[src/rtl/byteFlagAlu_pkg.sv]
package byteFlagAlu_pkg;
  localparam int DATA_W = 8;
  localparam int OP_W   = 5;
  localparam int NIB_W  = DATA_W / 2;

  localparam int BIT_N = 7;
  localparam int BIT_V = 6;
  localparam int BIT_H = 3;
  localparam int BIT_Z = 1;
  localparam int BIT_C = 0;

  typedef enum logic [OP_W-1:0] {
    OP_ADD  = 5'd0,  OP_SUB  = 5'd1,  OP_CMP  = 5'd2,
    OP_AND  = 5'd3,  OP_OR   = 5'd4,  OP_XOR  = 5'd5,
    OP_INC  = 5'd6,  OP_DEC  = 5'd7,
    OP_SHL  = 5'd8,  OP_SHR  = 5'd9,  OP_RLC  = 5'd10, OP_RRC = 5'd11,
    OP_SWAP = 5'd12, OP_DADD = 5'd13, OP_DSUB = 5'd14,
    OP_CCLR = 5'd15, OP_CSET = 5'd16, OP_CINV = 5'd17, OP_VCLR = 5'd18
  } aluOp_e;

  typedef enum logic [3:0] {
    RS_PASS, RS_ADD, RS_AND, RS_OR, RS_XOR, RS_INC, RS_DEC,
    RS_SHIFT, RS_SWAP, RS_DADD, RS_DSUB
  } resSel_e;

  typedef enum logic [2:0] {
    CS_KEEP, CS_ADD, CS_SHIFT, CS_DADD, CS_DSUB, CS_ZERO, CS_ONE, CS_INV
  } carrySel_e;

  typedef struct packed {
    resSel_e   resSel;
    carrySel_e carrySel;
    logic      invB;       // subtract path: use ~opB
    logic      useCarry;   // adder carry-in from C, else forced 1
    logic      shLeft;
    logic      shRotate;
    logic      wrNZ;
    logic      wrVH;       // V and H from the adder
    logic      clrVH;      // V and H forced to 0
  } aluStrobes_t;
endpackage

[src/rtl/byteFlagAlu_ctrl.sv]
module byteFlagAlu_ctrl
  import byteFlagAlu_pkg::*;
(
  input  logic [OP_W-1:0] opSel,
  output aluStrobes_t     strb
);
  always_comb begin
    strb = '{resSel: RS_PASS, carrySel: CS_KEEP, invB: 1'b0, useCarry: 1'b1,
             shLeft: 1'b0, shRotate: 1'b0, wrNZ: 1'b0, wrVH: 1'b0, clrVH: 1'b0};
    case (opSel)
      OP_ADD:  begin strb.resSel = RS_ADD; strb.carrySel = CS_ADD;
                     strb.wrNZ = 1'b1; strb.wrVH = 1'b1; end
      OP_SUB:  begin strb.resSel = RS_ADD; strb.carrySel = CS_ADD; strb.invB = 1'b1;
                     strb.wrNZ = 1'b1; strb.wrVH = 1'b1; end
      OP_CMP:  begin strb.resSel = RS_PASS; strb.carrySel = CS_ADD; strb.invB = 1'b1;
                     strb.useCarry = 1'b0; strb.wrNZ = 1'b1; end
      OP_AND:  begin strb.resSel = RS_AND;  strb.wrNZ = 1'b1; end
      OP_OR:   begin strb.resSel = RS_OR;   strb.wrNZ = 1'b1; end
      OP_XOR:  begin strb.resSel = RS_XOR;  strb.wrNZ = 1'b1; end
      OP_INC:  begin strb.resSel = RS_INC;  strb.wrNZ = 1'b1; end
      OP_DEC:  begin strb.resSel = RS_DEC;  strb.wrNZ = 1'b1; end
      OP_SHL:  begin strb.resSel = RS_SHIFT; strb.carrySel = CS_SHIFT; strb.shLeft = 1'b1;
                     strb.wrNZ = 1'b1; end
      OP_SHR:  begin strb.resSel = RS_SHIFT; strb.carrySel = CS_SHIFT; strb.wrNZ = 1'b1; end
      OP_RLC:  begin strb.resSel = RS_SHIFT; strb.carrySel = CS_SHIFT; strb.shLeft = 1'b1;
                     strb.shRotate = 1'b1; strb.wrNZ = 1'b1; end
      OP_RRC:  begin strb.resSel = RS_SHIFT; strb.carrySel = CS_SHIFT; strb.shRotate = 1'b1;
                     strb.wrNZ = 1'b1; end
      OP_SWAP: begin strb.resSel = RS_SWAP; strb.wrNZ = 1'b1; end
      OP_DADD: begin strb.resSel = RS_DADD; strb.carrySel = CS_DADD; strb.wrNZ = 1'b1; end
      OP_DSUB: begin strb.resSel = RS_DSUB; strb.carrySel = CS_DSUB; strb.wrNZ = 1'b1; end
      OP_CCLR: strb.carrySel = CS_ZERO;
      OP_CSET: strb.carrySel = CS_ONE;
      OP_CINV: strb.carrySel = CS_INV;
      OP_VCLR: strb.clrVH = 1'b1;
      default: ;
    endcase
  end
endmodule

[src/rtl/byteFlagAlu_dp.sv]
module byteFlagAlu_dp
  import byteFlagAlu_pkg::*;
(
  input  aluStrobes_t       strb,
  input  logic [DATA_W-1:0] opA,
  input  logic [DATA_W-1:0] opB,
  input  logic [DATA_W-1:0] statusIn,
  output logic [DATA_W-1:0] resNext,
  output logic [DATA_W-1:0] statusNext
);
  localparam logic [DATA_W-1:0] BCD_HI_ADJ = DATA_W'(8'h60);
  localparam logic [DATA_W-1:0] BCD_LO_ADJ = DATA_W'(8'h06);
  localparam logic [DATA_W-1:0] BCD_MAX    = DATA_W'(8'h99);
  localparam logic [NIB_W-1:0]  NIB_MAX    = NIB_W'(9);

  logic              cIn, hIn;
  logic [DATA_W-1:0] addB;
  logic              addCin;
  logic [DATA_W:0]   addSum;
  logic [NIB_W:0]    addLow;
  logic              addV;
  logic [DATA_W-1:0] shOut;
  logic              shCarry;
  logic              daHi, daLo, dsHi, dsLo;
  logic [DATA_W-1:0] daMid, daOut, dsMid, dsOut;
  logic [DATA_W-1:0] aluOut;
  logic [DATA_W-1:0] nzSrc;
  logic              cNext;

  assign cIn = statusIn[BIT_C];
  assign hIn = statusIn[BIT_H];

  // shared binary adder for add, subtract and compare
  assign addB   = strb.invB ? ~opB : opB;
  assign addCin = strb.useCarry ? cIn : 1'b1;
  assign addSum = {1'b0, opA} + {1'b0, addB} + {{DATA_W{1'b0}}, addCin};
  assign addLow = {1'b0, opA[NIB_W-1:0]} + {1'b0, addB[NIB_W-1:0]} + {{NIB_W{1'b0}}, addCin};
  assign addV   = (opA[DATA_W-1] == addB[DATA_W-1]) && (addSum[DATA_W-1] != opA[DATA_W-1]);

  // shifter and rotator
  always_comb begin
    if (strb.shLeft) begin
      shOut   = {opA[DATA_W-2:0], strb.shRotate & cIn};
      shCarry = opA[DATA_W-1];
    end else begin
      shOut   = {strb.shRotate & cIn, opA[DATA_W-1:1]};
      shCarry = opA[0];
    end
  end

  // decimal adjust after add / subtract
  assign daHi  = cIn || (opA > BCD_MAX);
  assign daLo  = hIn || (opA[NIB_W-1:0] > NIB_MAX);
  assign daMid = daHi ? opA + BCD_HI_ADJ : opA;
  assign daOut = daLo ? daMid + BCD_LO_ADJ : daMid;
  assign dsHi  = !cIn || (opA > BCD_MAX);
  assign dsLo  = !hIn || (opA[NIB_W-1:0] > NIB_MAX);
  assign dsMid = dsHi ? opA - BCD_HI_ADJ : opA;
  assign dsOut = dsLo ? dsMid - BCD_LO_ADJ : dsMid;

  always_comb begin
    case (strb.resSel)
      RS_ADD:   aluOut = addSum[DATA_W-1:0];
      RS_AND:   aluOut = opA & opB;
      RS_OR:    aluOut = opA | opB;
      RS_XOR:   aluOut = opA ^ opB;
      RS_INC:   aluOut = opA + 1'b1;
      RS_DEC:   aluOut = opA - 1'b1;
      RS_SHIFT: aluOut = shOut;
      RS_SWAP:  aluOut = {opA[NIB_W-1:0], opA[DATA_W-1:NIB_W]};
      RS_DADD:  aluOut = daOut;
      RS_DSUB:  aluOut = dsOut;
      default:  aluOut = opA;
    endcase
  end

  always_comb begin
    case (strb.carrySel)
      CS_ADD:   cNext = addSum[DATA_W];
      CS_SHIFT: cNext = shCarry;
      CS_DADD:  cNext = daHi;
      CS_DSUB:  cNext = !dsHi;
      CS_ZERO:  cNext = 1'b0;
      CS_ONE:   cNext = 1'b1;
      CS_INV:   cNext = !cIn;
      default:  cNext = cIn;
    endcase
  end

  // compare sets N/Z from the difference but returns opA
  assign nzSrc   = (strb.resSel == RS_PASS) ? addSum[DATA_W-1:0] : aluOut;
  assign resNext = aluOut;

  always_comb begin
    statusNext        = statusIn;
    statusNext[BIT_C] = cNext;
    if (strb.wrNZ) begin
      statusNext[BIT_N] = nzSrc[DATA_W-1];
      statusNext[BIT_Z] = (nzSrc == '0);
    end
    if (strb.wrVH) begin
      statusNext[BIT_V] = addV;
      statusNext[BIT_H] = addLow[NIB_W];
    end else if (strb.clrVH) begin
      statusNext[BIT_V] = 1'b0;
      statusNext[BIT_H] = 1'b0;
    end
  end
endmodule

[src/rtl/byteFlagAlu.sv]
module byteFlagAlu
  import byteFlagAlu_pkg::*;
(
  input  logic              clk,
  input  logic              rstN,
  input  logic              inValid,
  input  logic [OP_W-1:0]   opSel,
  input  logic [DATA_W-1:0] opA,
  input  logic [DATA_W-1:0] opB,
  input  logic [DATA_W-1:0] statusIn,
  output logic              outValid,
  output logic [DATA_W-1:0] result,
  output logic [DATA_W-1:0] statusOut
);
  aluStrobes_t       strb;
  logic [DATA_W-1:0] resNext, statusNext;

  byteFlagAlu_ctrl u_ctrl (.opSel(opSel), .strb(strb));

  byteFlagAlu_dp u_dp (
    .strb(strb), .opA(opA), .opB(opB), .statusIn(statusIn),
    .resNext(resNext), .statusNext(statusNext)
  );

  always_ff @(posedge clk) begin
    if (!rstN) begin
      outValid  <= 1'b0;
      result    <= '0;
      statusOut <= '0;
    end else begin
      outValid <= inValid;
      if (inValid) begin
        result    <= resNext;
        statusOut <= statusNext;
      end
    end
  end

  AST_PBI_STABLE: assert property (@(posedge clk) disable iff (!rstN)
    inValid |=> statusOut[5:4] == $past(statusIn[5:4]) && statusOut[2] == $past(statusIn[2]));

  AST_CMP_KEEPS_A: assert property (@(posedge clk) disable iff (!rstN)
    inValid && opSel == OP_CMP |=> result == $past(opA)
      && statusOut[6:2] == $past(statusIn[6:2]));

  AST_LOGIC_NZ_ONLY: assert property (@(posedge clk) disable iff (!rstN)
    inValid && (opSel == OP_AND || opSel == OP_OR || opSel == OP_XOR)
      |=> statusOut[6:2] == $past(statusIn[6:2]) && statusOut[0] == $past(statusIn[0])
        && statusOut[1] == (result == '0) && statusOut[7] == result[7]);

  AST_VH_CLEAR: assert property (@(posedge clk) disable iff (!rstN)
    inValid && opSel == OP_VCLR |=> !statusOut[6] && !statusOut[3]
      && result == $past(opA));

  AST_UNUSED_PASS: assert property (@(posedge clk) disable iff (!rstN)
    inValid && opSel > OP_VCLR |=> result == $past(opA) && statusOut == $past(statusIn));

  AST_IDLE_HOLD: assert property (@(posedge clk) disable iff (!rstN)
    !inValid |=> !outValid && $stable(result) && $stable(statusOut));
endmodule

[config.mk]
export PLATFORM = sky130hd
export DESIGN_NAME = byteFlagAlu
export DESIGN_NICKNAME = d
export VERILOG_FILES = /design/src/rtl/byteFlagAlu_pkg.sv /design/src/rtl/byteFlagAlu_ctrl.sv /design/src/rtl/byteFlagAlu_dp.sv /design/src/rtl/byteFlagAlu.sv
export SDC_FILE = /design/constraint.sdc
export NUM_CORES = 1
export LEC_CHECK = 0
export ABC_CLOCK_PERIOD_IN_PS = 8900
export CAP_MARGIN = 20
export CORE_MARGIN = 4
export CORE_UTILIZATION = 45
export CTS_CLUSTER_DIAMETER = 50
export DETAILED_ROUTE_END_ITERATION = 12
export HOLD_SLACK_MARGIN = 0.02
export PLACE_DENSITY = 0.68
export SETUP_SLACK_MARGIN = 0.2
export SLEW_MARGIN = 20
export SYNTH_ARGS = -nofsm -noshare
export SYNTH_HDL_FRONTEND = slang
export SYNTH_SLANG_ARGS = --single-unit
[constraint.sdc]
create_clock -name clk -period 8.9 [get_ports clk]
set_clock_uncertainty 0.1 [all_clocks]
set_input_delay 1.335 -clock clk [delete_from_list [all_inputs] [get_ports clk]]
set_output_delay 1.335 -clock clk [all_outputs]
set_load 0.01 [all_outputs]
==> flow_summary_export.csv <==
group,metric,value,unit
finish,fin_nets,529,
finish,fin_cells,559,
timing,max_clock_freq,0.159,GHz
min_path,min_path_type,"register to register",
floorplan,die_area,8850,µm²
cts,clock-sinks,17,
cts,clock_latency,0.26,ns
power,ir_drop,0.0472,mV
global_routing,grtUsageMet1,0.331,
floorplan,core,7210,µm²
routing,wl_per_cell,19.3,µm
timing,rsz0062_at_grt,"false",
timing,fin_crit_sh,0.707,
finish,antenna_cells,0,
yosys,ys.flop_type,"dfxtp_1",
cts,holdBufCountCts,0,
global_routing,grt_max_degree,29,
cts,cts_resized,0,
timing,fin_crit,6.29,ns
global_routing,grt_pass1_vias,3180,
yosys,ys_ff_latch,17,
global_routing,grtUsageMet3,0.0353,
routing,drtAntennaViolNets,0,
global_routing,grt-busiest-layer,"met2",
critical_path,path_class,"input pin to register",
placed_design,gp_congestion,0.941,
yosys,synth_edf_count,0,
floorplan,start_util,0.462,
floorplan,rows,31,
global_routing,track_usage,0.243,
yosys,syn_inst,435,
routing,vias_per_cell,6.20,
yosys,synth_async_sr_flop_share,0,
yosys,netlist_area,3330,µm²
finish,drive_above_1_share,0.0674,
timing,slew_headroom,0.275,
job,cap_violations,0,
floorplan,ios,49,
floorplan,die_h,94.1,µm
global_routing,grt_pass1_wl,17000,µm
timing,hold_viol_final,0,
global_routing,gr-total-overflow,0,
routing,drt_first_pass_iters,5,
global_routing,use_met2,0.397,
cts,numCtsBuffers,3,
power,p_leak,1.54,nW
critical_path,crit_required,9.00,ns
cts,cts-root-buf,"clkbuf_8",
critical_path,arrival,6.39,ns
critical_path,cp-start-kind,"input pin",
placed_design,post-dp-hpwl,8240,µm
placed_design,dp_cells,555,
yosys,synth_warnings,0,
power,pwr_density_cell,85.6,nW/µm²
finish,area_growth,12.8,%
cts,cts_buffer_depth,2,
critical_path,crit_fanout,17,
timing,setup_viol,0,
yosys,yosysSeqAreaShare,0.102,
routing,via_count,3466,
yosys,synth_area_per_cell,7.66,µm²
cts,post_cts_buffers,0,
timing,final_max_slew_viol_count,0,
placed_design,io_buffers,48,
routing,drc_errors,0,
yosys,syn_nets,503,
cts,path_clk_slew,0.06,ns
cts,h-tree-depth,1,
routing,wl,10800,µm
timing,fin_tns_setup,0,ns
global_routing,antenna_found_initial,0,
critical_path,crit_path_end_kind,"register",
cts,cts_tree,"yes",
floorplan,dieWidth,94.1,µm
yosys,synth.distinct_cells,75,
timing,tightestPinTransition,1.08,ns
outcome,status,"complete, no violations",
routing,initialDrtViolationCount,291,
==> cell type report <==
type	instances	area, µm²
fill	743	3460
multi-input combinational	363	2660
timing repair buffer	49	488
sequential	17	340
tap	99	124
inverter	27	101
clock buffer	3	41.3
clock inverter	1	5.00
==> state kept, by name, indices dropped and copies added, names as in the netlist <==
signal / flops
result: 8
outValid: 1
statusOut: 8
==> power breakdown <==
group          internal [mW]  switching [mW]
clock                 0.0311          0.0258
sequential            0.0818         0.00257
combinational         0.0767           0.104
total                  0.190           0.132
==> worst paths after layout <==
check	startpoint	endpoint	slack, ns	depth (start not counted)
max	opSel[4]	statusOut[1]	2.61	12
min	statusOut[7]	statusOut[7]	0.37	2
max reg2reg	statusOut[1]	statusOut[1]	7.15	6
min reg2reg	statusOut[7]	statusOut[7]	0.37	2
==> cell usage in the layout, fill, tap and decap left out, types with 4 or more instances in the layout <==
cell and instances:
nand3_1 10, a21oi_1 21, nor3b_1 4, and2_1 4, nor2b_1 10, ha_1 33, a22oi_1 5, nor4_1 7
a211oi_1 10, or3_1 6, o22ai_1 6, o31ai_1 8, inv_1 25, a221oi_1 4, clkdlybuf4s50_1 48, nor3_1 7
and3_1 4, nand2_1 33, o21ai_0 23, xor2_1 10, a31oi_1 5, dfxtp_1 17, nor2_1 36, a21o_1 5
xnor2_1 13, o211ai_1 4, o211a_1 4, mux2i_1 13, nand4_1 6, a221o_1 5
==> stage by stage <==
step                      utilization  area [µm²]  power (mW)  setup slack [ns]  hold WS (ns)
after floorplan                     -        3330       0.207              3.97         0.391
after global placement          0.515        3710       0.261              2.59         0.360
after detailed placement        0.515        3710       0.263              2.47         0.366
after CTS                       0.521        3760       0.320              2.72         0.377
after global routing            0.521        3760       0.343              2.27         0.397
final                           0.521        3760       0.322              2.61         0.369
==> cells in the mapped netlist, drive strengths merged, types with 7 or more instances <==
master | count | area, µm²
mux2i | 13 | 130
o21ai | 25 | 125
ha | 33 | 413
o31ai | 8 | 60.1
inv | 27 | 101
nor4 | 9 | 68.8
nand3 | 10 | 50.1
xor2 | 10 | 87.6
nand2 | 34 | 130
nor3b | 7 | 67.6
buf | 18 | 165
dfxtp | 17 | 340
nor3 | 8 | 45.0
a21oi | 22 | 114
nor2 | 39 | 159
xnor2 | 13 | 114
nor2b | 11 | 76.3
a211oi | 11 | 95.1
clkbuf | 10 | 67.6
==> cell families (layout without fill, tap and decap cells) <==
logic type | count (synthesis) | count (layout) | synth area share
AND/OR/NAND/NOR | 155 | 155 | 0.256
AO/OA/AOI/OAI | 135 | 135 | 0.297
buffers and inverters | 55 | 80 | 0.100
adder cells (fa/ha/maj) | 36 | 36 | 0.142
XOR/XNOR | 23 | 23 | 0.0604
flip-flops | 17 | 17 | 0.102
multiplexers | 14 | 14 | 0.0424
==> layer usage <==
metal | vias to the layer above | share of wire
li1 | 1676 | -
met1 | 1606 | 0.45
met5 | - | 0
met4 | 0 | 0.019
met3 | 20 | 0.080
met2 | 164 | 0.45
==> worst max-delay path: stages <==
cell	delay (ns)
clkdlybuf4s50_1	0.75
nor3_1	0.80
o21ai_1	0.57
xnor2_1	0.28
fa_1	0.47
fa_1	0.50
a22oi_1	0.20
o221ai_1	0.15
nor4_1	0.65
nand4_1	0.20
o41ai_2	0.34
a21o_1	0.15
Power figures use the tool's default switching activity.
